`config.mk`:
```
export PLATFORM = sky130hd
export DESIGN_NAME = ones_parity_seq
export DESIGN_NICKNAME = d
export VERILOG_FILES = /design/src/rtl/otc_pkg.sv /design/src/rtl/otc_port.sv /design/src/rtl/otc_core.sv /design/src/rtl/otc_even.sv /design/src/rtl/ones_parity_seq.sv
export SDC_FILE = /design/constraint.sdc
export NUM_CORES = 1
export LEC_CHECK = 0
export ABC_AREA = 1
export BUFFER_PORTS_ARGS = -buffer_cell sky130_fd_sc_hd__clkbuf_2
export CORE_ASPECT_RATIO = 1.25
export CORE_MARGIN = 2
export CORE_UTILIZATION = 45
export CTS_CLUSTER_DIAMETER = 40
export CTS_CLUSTER_SIZE = 8
export DETAILED_ROUTE_END_ITERATION = 6
export GPL_TIMING_DRIVEN = 1
export PLACE_DENSITY = 0.75
export SLEW_MARGIN = 10
export SYNTH_ARGS = -nofsm -noshare
export SYNTH_HDL_FRONTEND = slang
export SYNTH_SLANG_ARGS = --single-unit
```
`constraint.sdc`:
```
create_clock -name clk -period 2.2 [get_ports clk]
set_input_delay 0.44 -clock clk [delete_from_list [all_inputs] [get_ports clk]]
set_output_delay 0.44 -clock clk [all_outputs]
set_load 0.05 [all_outputs]
```
`src/rtl/otc_pkg.sv`:
```
package otc_pkg;
  typedef enum logic {ST_IDLE = 1'b0, ST_RUN = 1'b1} otc_state_e;

  function automatic logic parity_even(input logic lsb);
    return ~lsb;
  endfunction
endpackage

```
`src/rtl/otc_port.sv`:
```
module otc_port #(
  parameter int W  = 16,
  localparam int CW = $clog2(W) + 1
) (
  input  logic          clk,
  input  logic          rst,
  input  logic          start_i,
  input  logic          busy,
  input  logic          finish,
  input  logic [CW-1:0] tally,
  output logic          accept,
  output logic          done_q,
  output logic [CW-1:0] count_q
);
  assign accept = start_i & ~busy;

  always_ff @(posedge clk) begin
    if (rst) begin
      done_q  <= 1'b0;
      count_q <= '0;
    end else begin
      done_q <= finish;
      if (finish) count_q <= tally;
    end
  end
endmodule

```
`src/rtl/otc_core.sv`:
```
module otc_core
  import otc_pkg::*;
#(
  parameter int W  = 16,
  localparam int CW = $clog2(W) + 1
) (
  input  logic          clk,
  input  logic          rst,
  input  logic          accept,
  input  logic [W-1:0]  data_i,
  output logic          busy,
  output logic          finish,
  output logic          word_empty,
  output logic          word_lsb,
  output logic [CW-1:0] tally
);
  otc_state_e   state;
  logic [W-1:0] word;

  function automatic logic [CW-1:0] add_bit(input logic [CW-1:0] t, input logic b);
    return t + CW'(b);
  endfunction

  function automatic logic [W-1:0] shift_down(input logic [W-1:0] w);
    return {1'b0, w[W-1:1]};
  endfunction

  assign word_empty = (word == '0);
  assign word_lsb   = word[0];
  assign busy       = (state == ST_RUN);
  assign finish     = busy & word_empty;

  always_ff @(posedge clk) begin
    if (rst) begin
      state <= ST_IDLE;
      word  <= '0;
      tally <= '0;
    end else begin
      case (state)
        ST_IDLE: begin
          if (accept) begin
            word  <= data_i;
            tally <= '0;
            state <= ST_RUN;
          end
        end
        ST_RUN: begin
          if (word_empty) begin
            state <= ST_IDLE;
          end else begin
            tally <= add_bit(tally, word_lsb);
            word  <= shift_down(word);
          end
        end
        default: state <= ST_IDLE;
      endcase
    end
  end
endmodule

```
`src/rtl/otc_even.sv`:
```
module otc_even
  import otc_pkg::*;
#(
  parameter int W  = 16,
  localparam int CW = $clog2(W) + 1
) (
  input  logic [CW-1:0] count,
  output logic          even
);
  assign even = parity_even(count[0]);
endmodule

```
`src/rtl/ones_parity_seq.sv`:
```
module ones_parity_seq #(
  parameter int W  = 16,
  localparam int CW = $clog2(W) + 1
) (
  input  logic          clk,
  input  logic          rst,
  input  logic          start_i,
  input  logic [W-1:0]  data_i,
  output logic          busy_o,
  output logic          done_o,
  output logic [CW-1:0] count_o,
  output logic          even_o
);
  logic          accept;
  logic          finish;
  logic          word_empty;
  logic          word_lsb;
  logic [CW-1:0] tally;

  otc_port #(.W(W)) u_port (
    .clk(clk), .rst(rst), .start_i(start_i), .busy(busy_o), .finish(finish),
    .tally(tally), .accept(accept), .done_q(done_o), .count_q(count_o)
  );

  otc_core #(.W(W)) u_core (
    .clk(clk), .rst(rst), .accept(accept), .data_i(data_i), .busy(busy_o),
    .finish(finish), .word_empty(word_empty), .word_lsb(word_lsb), .tally(tally)
  );

  otc_even #(.W(W)) u_even (
    .count(count_o), .even(even_o)
  );
endmodule

```
==> flow_summary.ini, run 1 <==
[sta]
setup_ws_ns = 0.3927
worst_pin_slew_ns = 0.5812
grt_setup_unrepaired = false
drv_slew = 0
fmax_mhz = 553.3
skew_ns = 0.001143
report.final.setup_viol = 0
relSlewSlack_pct = 61.21
period_minus_slack_ns = 1.807
post-route-period-util_pct = 82.15
tns_ns = 0
hold_slack_ns = 0.4408
hold_violations = 0

[global_route]
gr-usage-all-layers_pct = 15.91
first_global_vias = 1119
grt_antenna_before_repair = 0
grt_pass1_wl_mm = 4.836
overflow = 0
grt_max_degree = 45

[clocking]
postCtsSetupRepairBufs = 0
clockBufferDepth = 2
cts_tree = built
hold_buffers = 0
cts-root-buf = clkbuf_8
clock_sinks = 28
cts_made_buffers = 3
cts-htree-levels = 1
cts_resized = 0
insertion_delay_ns = 0.27
path_clk_slew_ns = 0.09

[critical_path]
crit_type = reg2out
startpoint = u_core.busy
r2r_slack_ns = 0.63
crit_arrival_ns = 1.37
cp-end-kind = output port
timing.critical_path.buf_inv = 3
critPathMaxStageDelay_ns = 0.32
path_max_fanout = 13
start_kind = register
path_delay_family = buffers and inverters
slowest_stage = dfxtp_1
crit_chain = buf_4, buf_4, clkbuf_2
critical_path_required_ns = 1.76
r2r-start = u_core.busy
cpMostUsedCell = buf_4

[logic_synthesis]
syn_inst = 191
avgSynthCellArea_sq_um = 7.881
synth_cell_types = 27
synthesis.area_sq_um = 1505
yosys.area.top_type = dfxtp_1
synthTopCellsByArea = dfxtp_1 (37%), mux2i_1 (9.3%), nor2_1 (9.2%)
yosys_register_bits = 28
syn-num-nets = 212
ys_seq_area_share_pct = 37.24
netlist.area_leader.share_pct = 37.24
yosysWarnings = 0

[drt]
wirelength_mm = 2.920
wire_per_inst_microns = 11.77
ant_nets = 0
drc_errors = 0
drt_pass1_iterations = 4
vias = 1297
viasPerCell = 5.230
drt_iter0_markers = 23

[finish]
n_fill_cell = 319
final_layout_size_suffix_gt1_share_pct = 24.64
fin_nets = 233
n_antenna_cell = 0
area.growth.synth_to_final_pct = 10.39

[worst_hold_path]
min_from = rst
worstHoldPathType = in2reg

[floorplanning]
start_util_pct = 47.12
dieArea_sq_um = 3826
fp-row-count = 23
ioPinCount = 27
core_sq_um = 3194
die_w_microns = 55.73
die_h_microns = 68.66

[place]
pre_cts_slack_ns = 0.6477
place_congestion = 0.7424
portBuffers = 26
place_hpwl_mm = 2.069

[outcome]
status = finished, final reports clean

[pwr]
ir_drop_mv = 0.4179
leakage_uw = 0.0007842
power.density_nw_per_um2 = 656.6

[run]
maxCapViolations = 0
## cells in the mapped netlist, drive strengths merged
master / n
mux2i: 14
xnor2: 2
nand4: 1
clkbuf: 2
ha: 2
xor2: 1
buf: 12
or2: 1
dfxtp: 28
nor2: 39
nor4: 2
nor3: 2
a21oi: 21
nand2: 28
nand3: 24
nand3b: 1
o21ai: 6
inv: 5
## metal layers
layer	global-route usage, %	vias up	wire [microns]
met1	19.75	600	1318
met5	0	-	0
met2	27.68	19	1486
li1	-	674	-
met4	7.012	0	27
met3	2.425	4	87
## placed cells by master (no fill, tap or decap), types with 2 or more instances in the layout
cell type	netlist	routed
a21oi_1	21	21
buf_4	2	4
clkbuf_2	1	26
clkbuf_8	0	4
dfxtp_1	28	28
ha_1	2	2
inv_1	4	4
mux2i_1	14	14
nand2_1	26	26
nand3_1	11	11
nand3_2	13	13
nor2_1	37	37
nor2_2	2	2
nor3_1	2	2
nor4_1	2	2
o21ai_1	5	5
xnor2_1	2	2
## layout make-up
cell class                      instances  area, sq um  area share, %
Multi-Input combinational cell        144        820.8          49.40
Sequential cell                        28        560.5          33.74
Timing Repair Buffer                   30        160.2          9.639
Clock buffer                            4        55.05          3.313
Tap cell                               37        46.29          2.786
Inverter                                5        18.77          1.130
## sequential cells by signal, summed over array words and instances, names as in the netlist
| signal | cells |
|---|---|
| u_core.word | 16 |
| u_port.count_q | 5 |
| u_port.done_q | 1 |
| u_core.busy | 1 |
| u_core.tally | 5 |
## kinds of logic (layout without fill, tap and decap cells)
| family | Yosys count | after routing | synth area share, % |
|---|---|---|---|
| and+or+nand+nor | 98 | 98 | 32.83 |
| DFF | 28 | 28 | 37.24 |
| AOI/OAI and AO/OA | 27 | 27 | 8.977 |
| buffers and inverters | 19 | 39 | 8.228 |
| muxes | 14 | 14 | 9.310 |
| xor gates and xnor gates | 3 | 3 | 1.746 |
| adders and majority gates | 2 | 2 | 1.662 |
## where the power goes
part	total (uW)	switching (uW)	internal, uW
clock	316	156	160
combinational	206	115	90.9
sequential	569	30.2	538
total	1090	302	789
## stage by stage
stage | total power, uW | instance area, sq um | std cells | utilization (%)
2_1_floorplan | 748.6 | 1505 | 191 | -
3_3_place_gp | 784.3 | 1607 | 244 | 50.29
3_5_place_dp | 787.5 | 1607 | 244 | 50.29
4_1_cts | 1105 | 1662 | 248 | 52.02
5_1_grt | 1148 | 1662 | 248 | 52.02
6_report | 1091 | 1662 | 248 | 52.02
## final timing paths
path / to / cells after the start
hold / removal: u_core.tally[1] / 2
hold reg to reg: u_port.count_q[3] / 2
setup reg to reg: u_core.word[12] / 6
setup / recovery: busy_o / 3
(Power assumes the default switching activity.)
==> inputs of run 2 (changes only) <==
==> constraint.sdc (replaced) <==
create_clock -name clk -period 1.7 [get_ports clk]
set_input_delay 0.34 -clock clk [delete_from_list [all_inputs] [get_ports clk]]
set_output_delay 0.34 -clock clk [all_outputs]
set_load 0.05 [all_outputs]
==> run 2 against run 1 <==
Clock-buffer cell count unchanged; cell count is 0.81% higher; register-to-register slack got worse by 0.43 ns; combinational power grew 34%; flip-flop and latch count did not move; largest power group unchanged; power grew 31%; first-iteration DRC count rose by 39%; sequential power is 29% higher; via count is 1.5% higher; highest routed layer unchanged; clock power increased by 31%; routed wire length rose by 1.6%.
==> flow_summary.ini, run 2 (synthesized netlist as in run 1, its figures left out) <==
[floorplanning]
die_w_microns = 55.73
dieArea_sq_um = 3826
die_h_microns = 68.66
ioPinCount = 27
core_sq_um = 3194
fp-row-count = 23
start_util_pct = 47.12

[finish]
reg_top3 = u_core.word: 16 flops, u_core.tally: 5 flops, u_port.count_q: 5 flops
final_common_cell = nor2_1
largest_reg_flops = 16
n_fill_cell = 328
area.growth.synth_to_final_pct = 12.39
fin_nets = 235
largest_register = u_core.word
final_cell_mix = nor2_1 (37), dfxtp_1 (28), nand2_1 (26)
n_antenna_cell = 0
final_layout_size_suffix_gt1_share_pct = 25.35

[drt]
wire_per_inst_microns = 11.86
drt_iter0_markers = 32
drt_pass1_iterations = 4
ant_nets = 0
vias = 1317
viasPerCell = 5.268
wirelength_mm = 2.966
drc_errors = 0

[global_route]
overflow = 0
first_global_vias = 1132
gr-usage-all-layers_pct = 16.08
grt_max_degree = 45
grt_pass1_wl_mm = 4.836
grt_antenna_before_repair = 0

[critical_path]
crit_type = reg2reg
r2r-start = u_core.word[0]
startpoint = u_core.word[0]
cp-end-kind = register
crit_arrival_ns = 1.71
critical_path_required_ns = 1.91
start_kind = register
path_max_fanout = 44

[clocking]
cts_resized = 0
clockBufferDepth = 2
cts-root-buf = clkbuf_8
path_clk_slew_ns = 0.10
clock_sinks = 28
insertion_delay_ns = 0.27
cts-htree-levels = 1
cts_made_buffers = 3
cts_tree = built
hold_buffers = 0
postCtsSetupRepairBufs = 0

[run]
maxCapViolations = 0

[sta]
period_minus_slack_ns = 1.505
drv_slew = 0
relSlewSlack_pct = 66.56
setup_ws_ns = 0.1954
worst_pin_slew_ns = 0.5012
report.final.setup_viol = 0
grt_setup_unrepaired = false
fmax_mhz = 664.6
skew_ns = 0.002509
hold_violations = 0
post-route-period-util_pct = 88.50
tns_ns = 0

[worst_hold_path]
worstHoldPathType = in2reg
min_from = rst

[outcome]
status = finished, final reports clean

[place]
pre_cts_slack_ns = 0.2242
portBuffers = 26
place_hpwl_mm = 2.147
place_congestion = 0.7650

[pwr]
leakage_uw = 0.0007985
power.density_nw_per_um2 = 842.6
ir_drop_mv = 0.5534
run 2: path summary, 6_finish.rpt:
| path | endpoint | slack (ns) | cells past startpoint |
|---|---|---|---|
| max reg2reg | u_core.tally[0] | 0.20 | 7 |
| min reg2reg | u_port.count_q[4] | 0.49 | 2 |
| max | u_core.tally[0] | 0.20 | 7 |
| min | u_core.tally[4] | 0.34 | 2 |
run 2: critical path, stage by stage (launching register included):
cell	delay, ns
dfxtp_1	0.34
nor2_1	0.14
nand3_1	0.10
nor2_2	0.13
nand2_4	0.30
nand2_2	0.23
nand2_1	0.07
a21oi_1	0.12
run 2: layout make-up:
| class | instances | area [sq um] | area share [%] |
|---|---|---|---|
| clock buffers | 4 | 55.05 | 3.254 |
| inverters | 5 | 18.77 | 1.109 |
| multi-input cells | 144 | 820.8 | 48.52 |
| flip-flops and latches | 28 | 560.5 | 33.14 |
| well taps | 37 | 46.29 | 2.737 |
| repair buffers | 32 | 190.2 | 11.24 |
run 2: metal layers:
layer	up-vias	GRT usage [%]	wire, microns
li1	679	-	-
met1	619	18.86	1320
met2	17	30.65	1543
met3	2	1.866	83
met4	0	5.488	18
met5	-	0	0
run 2: per-stage QoR:
stage               power (uW)  std cells  instance area, sq um  hold slack, ns  util, %
finish                    1425        250                  1692          0.3361    52.96
global route              1499        250                  1692          0.3520    52.96
CTS                       1433        250                  1692          0.3387    52.96
detailed placement        1030        246                  1637          0.4721    51.23
global placement          1025        246                  1637          0.4676    51.23
floorplan                968.8        191                  1505          0.4516        -
run 2: where the power goes:
part | switching (uW) | internal [uW] | leakage [uW]
Combinational | 150 | 126 | 0.000540
Clock | 206 | 207 | 0.0000288
Sequential | 39.1 | 697 | 0.000230
==> inputs of run 3 (changes only) <==
--- a/config.mk
+++ b/config.mk
@@ -9,12 +9,12 @@
 export BUFFER_PORTS_ARGS = -buffer_cell sky130_fd_sc_hd__clkbuf_2
 export CORE_ASPECT_RATIO = 1.25
 export CORE_MARGIN = 2
-export CORE_UTILIZATION = 45
+export CORE_UTILIZATION = 54
 export CTS_CLUSTER_DIAMETER = 40
 export CTS_CLUSTER_SIZE = 8
 export DETAILED_ROUTE_END_ITERATION = 6
 export GPL_TIMING_DRIVEN = 1
-export PLACE_DENSITY = 0.75
+export PLACE_DENSITY = 0.86
 export SLEW_MARGIN = 10
 export SYNTH_ARGS = -nofsm -noshare
 export SYNTH_HDL_FRONTEND = slang
==> run 3 against run 2 <==
Final area is 2.1% lower; clock-buffer cell count shrank 1; largest power group unchanged; critical path type is now reg2out; combinational power fell by 2%; global-route usage increased by 5.1 points; worst hold slack worse by 0.055 ns; clock skew is 0.0037 ns higher; non-clock buffer count fell by 2; die area down 16%; worst setup slack got worse by 0.10 ns; clock power down 35%.
==> flow_summary.ini, run 3 (synthesized netlist as in run 1, its figures left out) <==
[outcome]
status = finished, final reports clean

[sta]
period_minus_slack_ns = 1.604
grt_setup_unrepaired = false
report.final.setup_viol = 0
drv_slew = 0
setup_ws_ns = 0.09589
post-route-period-util_pct = 94.36
relSlewSlack_pct = 76.90
fmax_mhz = 623.4
hold_violations = 0
worst_pin_slew_ns = 0.3465
skew_ns = 0.006205
tns_ns = 0

[clocking]
cts-root-buf = clkbuf_4
insertion_delay_ns = 0.33
path_clk_slew_ns = 0.14
cts_made_buffers = 3
clockBufferDepth = 2
clock_sinks = 28
hold_buffers = 0
cts_tree = built
postCtsSetupRepairBufs = 0
cts-htree-levels = 1
cts_resized = 0

[critical_path]
cp-end-kind = output port
critical_path_required_ns = 1.36
crit_type = reg2out
path_max_fanout = 17
r2r-start = u_core.busy
reg2reg_depth = 6
start_kind = register
crit_arrival_ns = 1.26
r2r_slack_ns = 0.23
reg2reg_to = u_core.word[14]

[run]
maxCapViolations = 0

[finish]
n_antenna_cell = 0
largest_reg_flops = 16
fin_nets = 233
design_area_sq_um = 1657
final_cell_mix = nor2_1 (37), dfxtp_1 (28), nand2_1 (26)
largest_register = u_core.word
final_layout_size_suffix_gt1_share_pct = 24.29
final_common_cell = nor2_1
area.growth.synth_to_final_pct = 10.06
reg_top3 = u_core.word: 16 flops, u_core.tally: 5 flops, u_port.count_q: 5 flops

[worst_hold_path]
min_from = rst
whs_path_depth = 2
holdPathEnd = u_core.tally[0]
worstHoldPathType = in2reg

[place]
place_hpwl_mm = 2.227
portBuffers = 26
place_congestion = 0.8319
pre_cts_slack_ns = 0.2681
placed_area_sq_um = 1630

[global_route]
first_global_vias = 1256
grt_max_degree = 31
overflow = 0
grt_pass1_wl_mm = 5.319
grt_antenna_before_repair = 0
gr-usage-all-layers_pct = 21.19

[pwr]
ir_drop_mv = 0.4216
finalPower_uw = 1283
leakage_uw = 0.0007808
power.density_nw_per_um2 = 774.3

[floorplanning]
die_w_microns = 51.22
dieArea_sq_um = 3228
ioPinCount = 27
start_util_pct = 56.16
core_sq_um = 2680
fp-row-count = 21
die_h_microns = 63.03

[drt]
viasPerCell = 5.324
drt_iter0_markers = 27
drc_errors = 0
wirelength_mm = 2.970
drt_pass1_iterations = 4
ant_nets = 0
vias = 1299
wire_per_inst_microns = 12.17
## run 3: cell types whose count changed in the layout (fill, tap and decap cells not counted)
| cell | previous run | this run |
|---|---|---|
| buf_4 | 6 | 2 |
| clkbuf_8 | 4 | 0 |
| clkbuf_4 | 0 | 3 |
| buf_12 | 1 | 2 |
| buf_6 | 0 | 1 |
## run 3: layout make-up
type,instances,area (sq um)
sequential,28,560.5
tap,34,42.54
clock buffer,3,22.52
multi-input combinational,144,820.8
inverter,5,18.77
timing repair buffer,30,191.4
fill,264,1023
## run 3: critical path, cell delays in order, from the launching register on
cell and delay (ns):
dfxtp_1 0.50, buf_6 0.27, buf_12 0.17
## run 3: power by group
group / internal [uW] / switching [uW] / leakage (uW)
Sequential: 697 / 43.7 / 0.000230
Clock: 83.3 / 187 / 0.0000138
Combinational: 122 / 149 / 0.000537
Total: 903 / 380 / 0.000781
## run 3: metal layers
metal	global-route usage, %	vias up	routed length [microns]
met5	0	-	0
met4	10.53	0	62
met3	2.392	6	113
met2	36.69	28	1508
met1	25.22	590	1285
li1	-	675	-
## run 3: through the flow
stage / hold slack, ns / std cells / utilization (%)
after global routing: 0.2952 / 244 / 61.81
after floorplan: 0.4516 / 191 / -
after CTS: 0.2773 / 244 / 61.67
after global placement: 0.4662 / 241 / 60.83
after detailed placement: 0.4819 / 241 / 60.83
final: 0.2814 / 244 / 61.81
## run 3: worst max-delay path by stage
| stage | start | slack, ns | endpoint |
|---|---|---|---|
| final | u_core.busy | 0.1 | busy_o |
| after global routing | u_core.busy | 0.002 | busy_o |
| after CTS | u_core.busy | 0.01 | busy_o |
| after detailed placement | u_core.busy | 0.27 | u_core.word[11] |
| after global placement | u_core.word[0] | 0.32 | u_core.word[6] |
| after floorplan | u_core.busy | 0.10 | u_core.word[0] |
